## config.mk

```make
export PLATFORM = sky130hd
export DESIGN_NAME = srcop_fetch
export DESIGN_NICKNAME = d
export VERILOG_FILES = /design/src/rtl/srcop_pkg.sv /design/src/rtl/srcop_decode.sv /design/src/rtl/srcop_lane.sv /design/src/rtl/srcop_step.sv /design/src/rtl/srcop_fetch.sv
export SDC_FILE = /design/constraint.sdc
export NUM_CORES = 1
export LEC_CHECK = 0
export ABC_AREA = 0
export BUFFER_PORTS_ARGS = -buffer_cell sky130_fd_sc_hd__buf_4
export CAP_MARGIN = 10
export CORE_AREA = 2 2 130 132
export CTS_CLUSTER_SIZE = 30
export DETAILED_ROUTE_END_ITERATION = 8
export DIE_AREA = 0 0 132 134
export PLACE_DENSITY = 0.59
export SLEW_MARGIN = 25
export SYNTH_ARGS = -nofsm -noshare
export SYNTH_HDL_FRONTEND = slang
export SYNTH_HIERARCHICAL = 1
export SYNTH_SLANG_ARGS = --single-unit
```

## constraint.sdc

```tcl
create_clock -name clk -period 5.7 [get_ports clk]
set_clock_uncertainty 0.15 [all_clocks]
set_input_delay 1.71 -clock clk [delete_from_list [all_inputs] [get_ports clk]]
set_output_delay 1.71 -clock clk [all_outputs]
set_load 0.05 [all_outputs]
```

## src/rtl/srcop_pkg.sv

```systemverilog
package srcop_pkg;

    // Addressing-mode codes carried by the instruction
    localparam logic [1:0] AM_DIRECT  = 2'b00;
    localparam logic [1:0] AM_OFFSET  = 2'b01;
    localparam logic [1:0] AM_POINTER = 2'b10;
    localparam logic [1:0] AM_POSTINC = 2'b11;

    // Operand class after decoding register number and mode
    typedef enum logic [2:0] {
        KIND_CONST,
        KIND_REG,
        KIND_INDEX,
        KIND_INDIR,
        KIND_POSTINC
    } src_kind_e;

    typedef enum logic [1:0] {
        ST_IDLE,
        ST_EXT_FETCH,
        ST_OPND_READ,
        ST_DONE
    } fetch_state_e;

endpackage

```

## src/rtl/srcop_decode.sv

```systemverilog
module srcop_decode
    import srcop_pkg::*;
#(
    parameter int DATA_W = 16,
    parameter int REG_AW = 4,
    parameter int SR_NUM = 2,
    parameter int CG_NUM = 3
) (
    input  logic [REG_AW-1:0] regnum,
    input  logic [1:0]        mode,
    output src_kind_e         kind,
    output logic [DATA_W-1:0] cval,
    output logic              zero_base
);

    localparam logic [REG_AW-1:0] SR_ID = REG_AW'(SR_NUM);
    localparam logic [REG_AW-1:0] CG_ID = REG_AW'(CG_NUM);

    always_comb begin
        kind      = KIND_REG;
        cval      = '0;
        zero_base = 1'b0;
        if (regnum == CG_ID) begin
            kind = KIND_CONST;
            unique case (mode)
                AM_DIRECT:  cval = '0;
                AM_OFFSET:  cval = DATA_W'(1);
                AM_POINTER: cval = DATA_W'(2);
                AM_POSTINC: cval = '1;
            endcase
        end else if (regnum == SR_ID) begin
            unique case (mode)
                AM_DIRECT:  kind = KIND_REG;
                AM_OFFSET: begin
                    kind      = KIND_INDEX;
                    zero_base = 1'b1;
                end
                AM_POINTER: begin
                    kind = KIND_CONST;
                    cval = DATA_W'(4);
                end
                AM_POSTINC: begin
                    kind = KIND_CONST;
                    cval = DATA_W'(8);
                end
            endcase
        end else begin
            unique case (mode)
                AM_DIRECT:  kind = KIND_REG;
                AM_OFFSET:  kind = KIND_INDEX;
                AM_POINTER: kind = KIND_INDIR;
                AM_POSTINC: kind = KIND_POSTINC;
            endcase
        end
    end

endmodule

```

## src/rtl/srcop_lane.sv

```systemverilog
module srcop_lane #(
    parameter int DATA_W = 16
) (
    input  logic [DATA_W-1:0] word,
    input  logic              lane_hi,
    input  logic              byte_mode,
    output logic [DATA_W-1:0] value
);

    localparam int HALF = DATA_W / 2;

    logic [HALF-1:0] picked;

    always_comb begin
        picked = lane_hi ? word[DATA_W-1:HALF] : word[HALF-1:0];
        value  = byte_mode ? {{(DATA_W-HALF){1'b0}}, picked} : word;
    end

endmodule

```

## src/rtl/srcop_step.sv

```systemverilog
module srcop_step #(
    parameter int DATA_W = 16,
    parameter int REG_AW = 4,
    parameter int PC_NUM = 0
) (
    input  logic [DATA_W-1:0] base,
    input  logic [REG_AW-1:0] regnum,
    input  logic              byte_mode,
    input  logic [DATA_W-1:0] addr_cand,
    output logic [DATA_W-1:0] ptr_next,
    output logic              misalign
);

    localparam logic [REG_AW-1:0] PC_ID = REG_AW'(PC_NUM);

    logic single_step;

    always_comb begin
        // The program counter always moves a whole word
        single_step = byte_mode && (regnum != PC_ID);
        ptr_next    = base + (single_step ? DATA_W'(1) : DATA_W'(2));
        misalign    = !byte_mode && addr_cand[0];
    end

endmodule

```

## src/rtl/srcop_fetch.sv

```systemverilog
module srcop_fetch
    import srcop_pkg::*;
#(
    parameter int DATA_W = 16,
    parameter int REG_AW = 4,
    parameter int PC_NUM = 0,
    parameter int SR_NUM = 2,
    parameter int CG_NUM = 3
) (
    input  logic              clk,
    input  logic              rst_n,
    input  logic              req_valid,
    input  logic [REG_AW-1:0] req_reg,
    input  logic [1:0]        req_mode,
    input  logic              req_byte,
    input  logic [DATA_W-1:0] reg_val,
    input  logic [DATA_W-1:0] pc_val,
    output logic              busy,
    output logic              done,
    output logic [DATA_W-1:0] operand,
    output logic              align_err,
    output logic              mem_req,
    output logic [DATA_W-1:0] mem_addr,
    input  logic              mem_ready,
    input  logic [DATA_W-1:0] mem_rdata,
    output logic              rf_we,
    output logic [REG_AW-1:0] rf_waddr,
    output logic [DATA_W-1:0] rf_wdata
);

    localparam logic [REG_AW-1:0] PC_ID = REG_AW'(PC_NUM);

    fetch_state_e      state_q, state_d;
    logic              byte_q;
    logic [DATA_W-1:0] base_q;
    logic [DATA_W-1:0] pc_q;
    logic [DATA_W-1:0] addr_q;
    logic [DATA_W-1:0] operand_q;
    logic              err_q;
    logic              wb_en_q;
    logic [REG_AW-1:0] wb_addr_q;
    logic [DATA_W-1:0] wb_data_q;

    src_kind_e         dec_kind;
    logic [DATA_W-1:0] dec_cval;
    logic              dec_zero_base;
    logic [DATA_W-1:0] base_now;
    logic [DATA_W-1:0] addr_cand;
    logic [DATA_W-1:0] ptr_next;
    logic              misalign;
    logic [DATA_W-1:0] lane_word;
    logic              lane_hi;
    logic              lane_byte;
    logic [DATA_W-1:0] lane_val;
    logic              accept;

    srcop_decode #(
        .DATA_W(DATA_W), .REG_AW(REG_AW), .SR_NUM(SR_NUM), .CG_NUM(CG_NUM)
    ) decode_i (
        .regnum    (req_reg),
        .mode      (req_mode),
        .kind      (dec_kind),
        .cval      (dec_cval),
        .zero_base (dec_zero_base)
    );

    // Address candidate: register contents at accept, base plus index after the fetch
    always_comb begin
        base_now  = dec_zero_base ? '0 : reg_val;
        addr_cand = (state_q == ST_EXT_FETCH) ? (base_q + mem_rdata) : base_now;
        lane_byte = (state_q == ST_IDLE) ? req_byte : byte_q;
    end

    srcop_step #(
        .DATA_W(DATA_W), .REG_AW(REG_AW), .PC_NUM(PC_NUM)
    ) step_i (
        .base      (base_now),
        .regnum    (req_reg),
        .byte_mode (lane_byte),
        .addr_cand (addr_cand),
        .ptr_next  (ptr_next),
        .misalign  (misalign)
    );

    // One lane selector serves register, constant and memory operands
    always_comb begin
        if (state_q == ST_OPND_READ) begin
            lane_word = mem_rdata;
            lane_hi   = addr_q[0];
        end else begin
            lane_word = (dec_kind == KIND_CONST) ? dec_cval : reg_val;
            lane_hi   = 1'b0;
        end
    end

    srcop_lane #(
        .DATA_W(DATA_W)
    ) lane_i (
        .word      (lane_word),
        .lane_hi   (lane_hi),
        .byte_mode (lane_byte),
        .value     (lane_val)
    );

    assign accept = (state_q == ST_IDLE) && req_valid;

    // Next-state logic
    always_comb begin
        state_d = state_q;
        unique case (state_q)
            ST_IDLE: begin
                if (req_valid) begin
                    unique case (dec_kind)
                        KIND_CONST, KIND_REG: state_d = ST_DONE;       // ACCEPT_SHORT
                        KIND_INDEX:           state_d = ST_EXT_FETCH;  // ACCEPT_INDEX
                        KIND_INDIR, KIND_POSTINC:
                            state_d = misalign ? ST_DONE : ST_OPND_READ; // ACCEPT_SHORT / ACCEPT_READ
                    endcase
                end
            end
            ST_EXT_FETCH: begin
                if (mem_ready) begin
                    state_d = misalign ? ST_DONE : ST_OPND_READ;        // INDEX_BAD / INDEX_OK
                end
            end
            ST_OPND_READ: begin
                if (mem_ready) begin
                    state_d = ST_DONE;                                  // READ_DONE
                end
            end
            ST_DONE: state_d = ST_IDLE;                                 // RELEASE
        endcase
    end

    // State register
    always_ff @(posedge clk or negedge rst_n) begin
        if (!rst_n) begin
            state_q <= ST_IDLE;
        end else begin
            state_q <= state_d;
        end
    end

    // Datapath registers
    always_ff @(posedge clk or negedge rst_n) begin
        if (!rst_n) begin
            byte_q    <= 1'b0;
            base_q    <= '0;
            pc_q      <= '0;
            addr_q    <= '0;
            operand_q <= '0;
            err_q     <= 1'b0;
            wb_en_q   <= 1'b0;
            wb_addr_q <= '0;
            wb_data_q <= '0;
        end else if (accept) begin
            byte_q    <= req_byte;
            base_q    <= base_now;
            pc_q      <= pc_val;
            addr_q    <= base_now;
            operand_q <= '0;
            err_q     <= 1'b0;
            wb_en_q   <= 1'b0;
            wb_addr_q <= req_reg;
            wb_data_q <= ptr_next;
            unique case (dec_kind)
                KIND_CONST, KIND_REG: begin
                    operand_q <= lane_val;
                end
                KIND_INDEX: begin
                    wb_en_q   <= 1'b1;
                    wb_addr_q <= PC_ID;
                    wb_data_q <= pc_val + DATA_W'(2);
                end
                KIND_INDIR: begin
                    err_q <= misalign;
                end
                KIND_POSTINC: begin
                    err_q   <= misalign;
                    wb_en_q <= !misalign;
                end
            endcase
        end else if (state_q == ST_EXT_FETCH && mem_ready) begin
            addr_q <= addr_cand;
            if (misalign) begin
                err_q   <= 1'b1;
                wb_en_q <= 1'b0;
            end
        end else if (state_q == ST_OPND_READ && mem_ready) begin
            operand_q <= lane_val;
        end
    end

    // Outputs
    always_comb begin
        busy      = (state_q != ST_IDLE);
        done      = (state_q == ST_DONE);
        operand   = operand_q;
        align_err = done && err_q;
        mem_req   = (state_q == ST_EXT_FETCH) || (state_q == ST_OPND_READ);
        mem_addr  = (state_q == ST_EXT_FETCH) ? pc_q : addr_q;
        rf_we     = done && wb_en_q;
        rf_waddr  = wb_addr_q;
        rf_wdata  = wb_data_q;
    end

endmodule

```

==> run_results.csv, run 1 <==
group,metric,value,unit
run_status,outcome,"completed",
global_routing,grt_start_max_net_pins,54,
route,via_count,5366,
worst_setup_path,timing.critical_path.required,5760,ps
floorplanning,ios,116,
clocking,clk_latency,350,ps
sta,timing.final.max_slew_violations,0,
clocking,clockRootBuffer,"sky130_fd_sc_hd__clkbuf_16",
final_layout,drive_above_1_share,22.9,%
placed_design,dpl-instance-area,7240,sq um
clocking,clock_tree_from_tritoncts,"built",
power,p_per_area,562,nW/um^2
clocking,cts_num_sinks,89,
worst_setup_path,timing.critical_path.slowest_cell_delay,550,ps
sta,fmax,0.231,GHz
global_routing,grt-busiest-layer,"met2",
worst_setup_path,timing.critical_path.to_type,"register",
global_routing,gr-total-overflow,0,
floorplanning,die_width,132,microns
sta,ratio_of_final_minimum_period_to_clock_period,76.1,%
floorplanning,fp.dieArea,17700,sq um
route,routed_via_density,5.09,
clocking,holdBufCountCts,0,
synth,avgSynthCellArea,8.43,sq um
route,wl_per_cell,16.8,microns
global_routing,number_of_global_route_vias_before_repair,5395,
clocking,cts_inserted_buffers,9,
global_routing,global_route_wire_length_before_repair,28700,microns
power,sw_frac_of_total,48.5,%
power,clockPowerShare,15.1,%
sta,report.final.setup_viol,0,
global_routing,grtUsageMet2,34.5,%
placed_design,gp_congestion,0.903,
clocking,cts.htree.levels,3,
worst_setup_path,crit_arrival,4400,ps
placed_design,placement.io_buffers,115,
clocking,clk_buf_depth,2,
synth,synth.net_count,835,
clocking,clock_pin_slew_reported_for_the_worst_setup_and_hold_paths_after_clock_tree_synthesis,60,ps
route,drc,0,
power,vdd.ir_drop.worst,406,uV
global_routing,use_met3,3.93,%
sta,min_period,4340,ps
global_routing,grtUsageTotal,20.5,%
synth,netlist_instances,745,
hold_path,hold_path_class,"reg2reg",
sta,worst-slew-pin-transition,1000,ps
sta,tns,0,ps
synth,syn-cell-area,6280,sq um
floorplanning,placement_rows,47,
route,initialDrtViolationCount,291,
worst_setup_path,crit_slowest_cell,"sky130_fd_sc_hd__and3b_1",
worst_setup_path,timing.critical_path.from,"req_reg[3]",
worst_setup_path,reg2reg_from,"state_q[1]$_DFFE_PN0P_",
floorplanning,core-area,16300,sq um
power,intPower,2.19,mW
power,pwr-share-comb,59.3,%
placed_design,post-dp-hpwl,13400,microns
worst_setup_path,timing.critical_path.from_type,"input pin",
floorplanning,fp.dieH,134,microns
worst_setup_path,worstSetupPathType,"in2reg",
final_layout,antennaDiodeCount,0,
power,p_sw,2.06,mW
final_layout,area_delta_synth_final,20.4,%
route,drt_first_pass_iters,4,
clocking,buffers_inserted_during_post_cts_setup_optimization,0,
run,maxCapViolCount,0,
global_routing,groute.layer.met1.usage,27.3,%
synth,yosysWarningCount,6,
global_routing,antenna_found_initial,0,
floorplanning,start_util,38.6,%
worst_setup_path,critical_path_peak_fanout,16,
hold_path,timing.hold.worst.start,"pc_q[15]$_DFFE_PN0P_",
sta,max-slew-margin-rel,33.2,%
sta,timing_hold_violations_final,0,
worst_setup_path,critical_path_s_most_frequent_cell,"sky130_fd_sc_hd__o21ai_0",
power,leakage,3.61,nW
worst_setup_path,path_cells,"buf_4 -> nor3b_4 -> and3b_1 -> nor2b_1 -> ha_1 -> fa_1 -> nand3_1 -> nor2_1 -> and3_1 -> xor2_1 -> o21ai_0 -> o21ai_0",
final_layout,finish.instance_area,7560,sq um
route,totalWireLength,17700,microns
sta,rsz0062_at_grt,"false",
power,power_frac_seq,25.6,%
route,detail-route-antenna-nets,0,
final_layout,num-nets-final,921,
clocking,cells_resized_by_post_cts_repair,0,
==> cell type report <==
type | instances | area (sq um)
Fill cell | 1640 | 8730
Multi-Input combinational cell | 588 | 3750
Sequential cell | 89 | 2230
Timing Repair Buffer | 123 | 923
Tap cell | 220 | 275
Clock buffer | 12 | 246
Inverter | 20 | 75.1
Clock inverter | 3 | 65.1
==> cells in the final DEF, fill, tap and decap left out, types with 9 or more instances in the layout <==
| cell type | instances |
|---|---|
| sky130_fd_sc_hd__nand2_1 | 192 |
| sky130_fd_sc_hd__buf_4 | 123 |
| sky130_fd_sc_hd__dfrtp_1 | 89 |
| sky130_fd_sc_hd__o21ai_0 | 71 |
| sky130_fd_sc_hd__a21oi_1 | 34 |
| sky130_fd_sc_hd__ha_1 | 29 |
| sky130_fd_sc_hd__mux2_2 | 27 |
| sky130_fd_sc_hd__mux2i_1 | 25 |
| sky130_fd_sc_hd__nor2_1 | 23 |
| sky130_fd_sc_hd__xor2_1 | 21 |
| sky130_fd_sc_hd__inv_1 | 20 |
| sky130_fd_sc_hd__xnor2_1 | 18 |
| sky130_fd_sc_hd__nand3_1 | 16 |
| sky130_fd_sc_hd__nor2b_1 | 14 |
| sky130_fd_sc_hd__a21o_1 | 10 |
| sky130_fd_sc_hd__and2_1 | 10 |
| sky130_fd_sc_hd__clkbuf_16 | 9 |
==> metal layers <==
layer	part of all wire, %	up-vias	routed length (microns)
met2	49	106	8670
met1	46	2545	8190
met5	0	-	0
met3	3.3	17	588
met4	1.5	0	261
li1	-	2698	-
==> power groups by stage <==
stage	combinational, mW	clock [mW]	sequential, mW
6_report	2.52	0.641	1.09
5_1_grt	2.74	0.683	1.12
4_1_cts	2.53	0.657	1.09
3_5_place_dp	2.52	0	1.10
3_3_place_gp	2.51	0	1.10
2_1_floorplan	1.51	0	1.42
==> path summary, 6_finish.rpt <==
check / slack [ps] / to / cells past startpoint
worst max-delay path: 1360 / rf_wdata[8]$_DFFE_PN0P_ / 12
worst max register to register: 2150 / rf_wdata[8]$_DFFE_PN0P_ / 13
worst min register to register: 320 / pc_q[15]$_DFFE_PN0P_ / 2
min in group asynchronous: 1250 / state_q[1]$_DFFE_PN0P_ / 1
max in group asynchronous: 3180 / pc_q[12]$_DFFE_PN0P_ / 2
worst min-delay path: 320 / pc_q[15]$_DFFE_PN0P_ / 2
==> worst max-delay path, delay by kind of cell <==
kind | cells | cell delay (ps)
fa+ha+maj | 2 | 730
simple gates | 6 | 1480
xor+xnor | 1 | 130
compound gates | 2 | 220
buf+inv | 1 | 140
==> per-stage QoR <==
step | setup slack, ps | utilization [%] | power [mW] | hold WS [ps] | std cells
floorplan | 1640 | - | 2.92 | 290 | 745
global placement | 1040 | 44.5 | 3.61 | 302 | 1040
detailed placement | 963 | 44.5 | 3.62 | 306 | 1040
CTS | 1340 | 46.4 | 4.28 | 323 | 1055
global route | 1130 | 46.4 | 4.54 | 351 | 1055
finish | 1360 | 46.4 | 4.25 | 321 | 1055
==> state kept, by name (all words and copies together) (netlist names), 2 cells and up <==
register  count
rf_wdata     16
addr_q       16
operand      16
state_q       2
base_q       16
pc_q         16
rf_waddr      4
No activity file was read; power rests on OpenSTA's default activity.
==> run 2, diff against run 1 <==
--- a/config.mk
+++ b/config.mk
@@ -12,7 +12,7 @@
 export CTS_CLUSTER_SIZE = 30
 export DETAILED_ROUTE_END_ITERATION = 8
 export DIE_AREA = 0 0 132 134
-export PLACE_DENSITY = 0.59
+export PLACE_DENSITY = 0.61
 export SLEW_MARGIN = 25
 export SYNTH_ARGS = -nofsm -noshare
 export SYNTH_HDL_FRONTEND = slang
==> constraint.sdc (replaced) <==
create_clock -name clk -period 3.9 [get_ports clk]
set_clock_uncertainty 0.15 [all_clocks]
set_input_delay 1.17 -clock clk [delete_from_list [all_inputs] [get_ports clk]]
set_output_delay 1.17 -clock clk [all_outputs]
set_load 0.05 [all_outputs]
==> run_results.csv, run 2 (synthesis gave the netlist of run 1 again) <==
group,metric,value,unit
run,maxCapViolCount,0,
clocking,clockRootBuffer,"sky130_fd_sc_hd__clkbuf_16",
clocking,buffers_inserted_during_post_cts_setup_optimization,0,
power,clockPowerShare,14.6,%
route,totalWireLength,18200,microns
worst_setup_path,timing.critical_path.slowest_cell_delay,270,ps
clocking,holdBufCountCts,0,
final_layout,final_cell_mix,"192 x sky130_fd_sc_hd__nand2_1, 141 x sky130_fd_sc_hd__buf_4, 89 x sky130_fd_sc_hd__dfrtp_1, 71 x sky130_fd_sc_hd__o21ai_0, 34 x sky130_fd_sc_hd__a21oi_1",
clocking,clk_buf_depth,2,
worst_setup_path,worstSetupPathType,"in2reg",
sta,ratio_of_final_minimum_period_to_clock_period,88.2,%
route,via_count,5521,
sta,min_period,3440,ps
global_routing,number_of_global_route_vias_before_repair,5536,
sta,report.final.setup_viol,0,
clocking,cts_num_sinks,89,
worst_setup_path,timing.critical_path.from_type,"input pin",
power,p_sw,3.10,mW
clocking,clock_pin_slew_reported_for_the_worst_setup_and_hold_paths_after_clock_tree_synthesis,70,ps
run_status,outcome,"completed",
worst_setup_path,timing.critical_path.to_type,"register",
route,drt_first_pass_iters,5,
power,power_frac_seq,25.5,%
floorplanning,die_width,132,microns
worst_setup_path,timing.critical_path.required,4000,ps
clocking,clock_tree_from_tritoncts,"built",
sta,timing_hold_violations_final,0,
placed_design,post-dp-hpwl,14000,microns
final_layout,layout.cells.non_filler,1075,
worst_setup_path,critical_path_peak_fanout,5,
power,pwr-share-comb,59.9,%
sta,worst-slew-pin-transition,691,ps
sta,rsz0062_at_grt,"false",
final_layout,area_delta_synth_final,22.7,%
clocking,cells_resized_by_post_cts_repair,0,
floorplanning,core-area,16300,sq um
floorplanning,ios,116,
worst_setup_path,path_delay_family,"simple AND/OR/NAND/NOR gates",
floorplanning,start_util,38.6,%
power,p_per_area,814,nW/um^2
placed_design,gp_congestion,0.943,
sta,max-slew-margin-rel,54.0,%
floorplanning,placement_rows,47,
final_layout,commonest_non_fill_non_tap_cell_in_the_layout,"sky130_fd_sc_hd__nand2_1",
final_layout,antennaDiodeCount,0,
placed_design,post-place-cells,1059,
power,sw_frac_of_total,49.5,%
route,drc,0,
hold_path,hold_path_class,"reg2reg",
worst_setup_path,ff2ff_setup_slack,600,ps
global_routing,global_route_wire_length_before_repair,29200,microns
clocking,cts.htree.levels,3,
worst_setup_path,crit_buf_inv,2,
power,vdd.ir_drop.worst,513,uV
worst_setup_path,path_cells,"buf_4 -> inv_1 -> ha_1 -> and3b_1 -> nor2b_1 -> ha_1 -> fa_1 -> nand3_1 -> nor4_4 -> nand3_1 -> xnor2_1 -> o21ai_0 -> a21oi_1 -> a21o_1",
worst_setup_path,crit_arrival,3540,ps
clocking,clk_latency,360,ps
placed_design,placement.io_buffers,115,
route,initialDrtViolationCount,346,
power,leakage,3.70,nW
worst_setup_path,crit_slowest_cell,"sky130_fd_sc_hd__nor4_4",
floorplanning,fp.dieArea,17700,sq um
route,routed_via_density,5.14,
global_routing,gr-total-overflow,0,
global_routing,grtUsageTotal,21.0,%
global_routing,antenna_found_initial,0,
clocking,cts_inserted_buffers,9,
global_routing,grt_start_max_net_pins,52,
sta,fmax,0.291,GHz
route,detail-route-antenna-nets,0,
final_layout,filler_cell_count,1645,
final_layout,drive_above_1_share,24.8,%
power,intPower,3.16,mW
sta,timing.final.max_slew_violations,0,
final_layout,num-nets-final,940,
floorplanning,fp.dieH,134,microns
route,wl_per_cell,16.9,microns
sta,tns,0,ps
run 2: cell count changes in the layout (fill, tap and decap cells not counted):
cell | previous run | this run
sky130_fd_sc_hd__bufinv_16 | 2 | 1
sky130_fd_sc_hd__nor2_1 | 23 | 24
sky130_fd_sc_hd__nor2_2 | 2 | 1
sky130_fd_sc_hd__clkbuf_1 | 2 | 0
sky130_fd_sc_hd__inv_6 | 0 | 2
sky130_fd_sc_hd__inv_8 | 0 | 1
sky130_fd_sc_hd__clkinv_2 | 1 | 2
sky130_fd_sc_hd__buf_12 | 0 | 1
sky130_fd_sc_hd__clkbuf_8 | 1 | 0
sky130_fd_sc_hd__clkinvlp_4 | 0 | 1
sky130_fd_sc_hd__buf_4 | 123 | 141
run 2: worst paths after layout:
| kind | start | end | cells after the start |
|---|---|---|---|
| worst max-delay path | req_mode[1] | rf_wdata[14]$_DFFE_PN0P_ | 14 |
| worst min-delay path | pc_q[13]$_DFFE_PN0P_ | pc_q[13]$_DFFE_PN0P_ | 2 |
| worst max register to register | state_q[0]$_DFFE_PN0P_ | rf_wdata[8]$_DFFE_PN0P_ | 13 |
| worst min register to register | pc_q[13]$_DFFE_PN0P_ | pc_q[13]$_DFFE_PN0P_ | 2 |
| max in group asynchronous | rst_n | base_q[11]$_DFFE_PN0P_ | 2 |
| min in group asynchronous | rst_n | operand[4]$_DFFE_PN0P_ | 1 |
run 2: area by class of cell:
class                   count  area, sq um  area share (%)
multi-input cells         588         3750            48.6
clock buffers               9          225            2.92
clock inverters             7         76.3           0.991
repair buffers            142         1080            14.0
well taps                 220          275            3.57
flip-flops and latches     89         2230            28.9
inverters                  20         75.1           0.975
run 2: power groups by stage:
stage | logic (mW) | clock network, mW | registers (mW)
after CTS | 3.77 | 0.932 | 1.61
after global routing | 4.07 | 0.964 | 1.65
after floorplan | 2.20 | 0 | 2.07
final | 3.76 | 0.913 | 1.60
after detailed placement | 3.76 | 0 | 1.62
after global placement | 3.73 | 0 | 1.62
run 2: metal layers:
layer / global-route usage [%] / wire length [microns] / vias to the layer above / part of all wire, %
li1: - / - / 2735 / -
met1: 27.1 / 8020 / 2631 / 44
met2: 35.8 / 8950 / 132 / 49
met3: 3.06 / 791 / 23 / 4.4
met4: 8.27 / 411 / 0 / 2.3
met5: 0 / 0 / - / 0
run 2: tightest hold or removal path: cells and delay by family (launching register included):
kind,cells,cell delay (ps)
flip-flops,1,340
AND/OR/NAND/NOR,2,100
run 2: metrics by stage:
stage          worst slack (ps)  power [mW]  hold slack [ps]  instance area [sq um]  utilization, %
2_1_floorplan               376        4.27              290                   6280               -
3_3_place_gp                162        5.35              303                   7400            45.4
3_5_place_dp                108        5.38              307                   7400            45.4
4_1_cts                     474        6.31              325                   7700            47.3
5_1_grt                     209        6.68              336                   7700            47.3
6_report                    459        6.27              317                   7700            47.3
==> run 3, diff against run 2 <==
--- a/config.mk
+++ b/config.mk
@@ -12,7 +12,7 @@
 export CTS_CLUSTER_SIZE = 30
 export DETAILED_ROUTE_END_ITERATION = 8
 export DIE_AREA = 0 0 132 134
-export PLACE_DENSITY = 0.61
+export PLACE_DENSITY = 0.59
 export SLEW_MARGIN = 25
 export SYNTH_ARGS = -nofsm -noshare
 export SYNTH_HDL_FRONTEND = slang
==> constraint.sdc (replaced) <==
create_clock -name clk -period 4.1 [get_ports clk]
set_clock_uncertainty 0.15 [all_clocks]
set_input_delay 1.23 -clock clk [delete_from_list [all_inputs] [get_ports clk]]
set_output_delay 1.23 -clock clk [all_outputs]
set_load 0.05 [all_outputs]
==> run_results.csv, run 3 (synthesis gave the netlist of run 1 again) <==
group,metric,value,unit
run_status,outcome,"completed",
worst_setup_path,ff2ff_setup_slack,680,ps
global_routing,global_route_wire_length_before_repair,29800,microns
clocking,buffers_inserted_during_post_cts_setup_optimization,0,
final_layout,antennaDiodeCount,0,
route,drc,0,
worst_setup_path,timing.critical_path.to_type,"register",
worst_setup_path,timing.critical_path.required,4180,ps
global_routing,use_met3,2.49,%
floorplanning,fp.dieArea,17700,sq um
worst_setup_path,critical_path_peak_fanout,5,
global_routing,gr-total-overflow,0,
sta,hold_slack,323,ps
clocking,cells_resized_by_post_cts_repair,0,
route,wl_per_cell,17.7,microns
clocking,clock_tree_from_tritoncts,"built",
floorplanning,ios,116,
final_layout,area_delta_synth_final,22.4,%
route,totalWireLength,18900,microns
hold_path,holdPathStages,2,
sta,max-slew-margin-rel,31.8,%
clocking,cts_num_sinks,89,
final_layout,finish.instance_area,7690,sq um
worst_setup_path,worst_r2r_path_depth,13,
run,maxCapViolCount,0,
sta,fmax,0.270,GHz
hold_path,hold-path-endpoint,"pc_q[13]$_DFFE_PN0P_",
sta,tns,0,ps
hold_path,hold_path_class,"reg2reg",
clocking,holdBufCountCts,0,
sta,timing.final.ws_setup,393,ps
worst_setup_path,timing.critical_path.from_type,"input pin",
sta,timing.final.max_slew_violations,0,
final_layout,drive_above_1_share,24.1,%
final_layout,commonest_non_fill_non_tap_cell_in_the_layout,"sky130_fd_sc_hd__nand2_1",
power,p_per_area,785,nW/um^2
global_routing,grt-busiest-layer,"met2",
global_routing,grtUsageTotal,21.4,%
floorplanning,die_width,132,microns
sta,min_period,3710,ps
sta,ratio_of_final_minimum_period_to_clock_period,90.4,%
floorplanning,start_util,38.6,%
clocking,clk_latency,360,ps
worst_setup_path,crit_arrival,3790,ps
clocking,cts_inserted_buffers,9,
placed_design,post-dp-hpwl,14100,microns
power,vdd.ir_drop.worst,567,uV
global_routing,grt_start_max_net_pins,75,
final_layout,final_cell_mix,"192 x sky130_fd_sc_hd__nand2_1, 132 x sky130_fd_sc_hd__buf_4, 89 x sky130_fd_sc_hd__dfrtp_1, 71 x sky130_fd_sc_hd__o21ai_0, 34 x sky130_fd_sc_hd__a21oi_1",
global_routing,number_of_global_route_vias_before_repair,5441,
floorplanning,placement_rows,47,
sta,rsz0062_at_grt,"false",
clocking,clock_pin_slew_reported_for_the_worst_setup_and_hold_paths_after_clock_tree_synthesis,70,ps
floorplanning,core-area,16300,sq um
hold_path,timing.hold.worst.start,"pc_q[13]$_DFFE_PN0P_",
global_routing,grtUsageMet2,36.3,%
placed_design,post-place-ws,34.2,ps
global_routing,groute.layer.met1.usage,28.7,%
clocking,clk_buf_depth,2,
floorplanning,fp.dieH,134,microns
worst_setup_path,worstSetupPathType,"in2reg",
global_routing,antenna_found_initial,0,
clocking,clockRootBuffer,"sky130_fd_sc_hd__clkbuf_16",
final_layout,num-nets-final,932,
route,initialDrtViolationCount,351,
placed_design,gp_congestion,0.903,
worst_setup_path,reg2reg_from,"state_q[1]$_DFFE_PN0P_",
sta,report.final.setup_viol,0,
sta,worst-slew-pin-transition,1020,ps
worst_setup_path,r2r_end,"rf_wdata[8]$_DFFE_PN0P_",
sta,timing_hold_violations_final,0,
route,drt_first_pass_iters,6,
placed_design,dpl-instance-area,7360,sq um
power,leakage,3.68,nW
route,via_count,5531,
clocking,cts.htree.levels,3,
route,detail-route-antenna-nets,0,
route,routed_via_density,5.18,
placed_design,placement.io_buffers,115,
final_layout,final_core_util,47.2,%
## run 3: metrics by stage
step | power (mW) | cells
2_1_floorplan | 4.07 | 745
3_3_place_gp | 5.08 | 1051
3_5_place_dp | 5.10 | 1051
4_1_cts | 6.06 | 1067
5_1_grt | 6.42 | 1067
6_report | 6.03 | 1067
## run 3: area by class of cell
class                      instances  area, sq um
multi-input combinational        588         3750
fill                            1624         8600
clock inverter                     5         86.3
timing repair buffer             134         1030
clock buffer                      11          243
tap                              220          275
sequential                        89         2230
inverter                          20         75.1
## run 3: per-layer routing
| metal | part of all wire (%) | vias up |
|---|---|---|
| met2 | 49 | 125 |
| met1 | 46 | 2653 |
| met5 | 0 | - |
| met4 | 1.7 | 0 |
| met3 | 3.7 | 21 |
| li1 | - | 2732 |
## run 3: how the worst max path moves through the flow
stage	start	endpoint	slack (ps)	cells past startpoint
after floorplan	req_reg[1]	rf_wdata[8]$_DFFE_PN0P_	520	10
after global placement	req_mode[0]	operand[1]$_DFFE_PN0P_	120	11
after detailed placement	req_mode[0]	operand[0]$_DFFE_PN0P_	30	11
after CTS	req_mode[0]	operand[1]$_DFFE_PN0P_	380	11
after global routing	req_mode[0]	operand[1]$_DFFE_PN0P_	190	11
final	req_reg[1]	rf_wdata[8]$_DFFE_PN0P_	390	11
## run 3: power breakdown
part / leakage (nW) / switching [mW] / total (mW) / internal [mW]
combinational: 2.40 / 2.32 / 3.56 / 1.25
clock: 0.161 / 0.387 / 0.944 / 0.557
sequential: 1.11 / 0.248 / 1.52 / 1.28
## run 3: worst max-delay path, stage by stage
cell	delay [ps]
sky130_fd_sc_hd__buf_4	130
sky130_fd_sc_hd__o41ai_1	730
sky130_fd_sc_hd__inv_1	110
sky130_fd_sc_hd__ha_1	260
sky130_fd_sc_hd__fa_1	450
sky130_fd_sc_hd__nand3_1	210
sky130_fd_sc_hd__nor2_1	100
sky130_fd_sc_hd__and3_1	200
sky130_fd_sc_hd__xor2_1	130
sky130_fd_sc_hd__o21ai_0	150
sky130_fd_sc_hd__o21ai_0	90
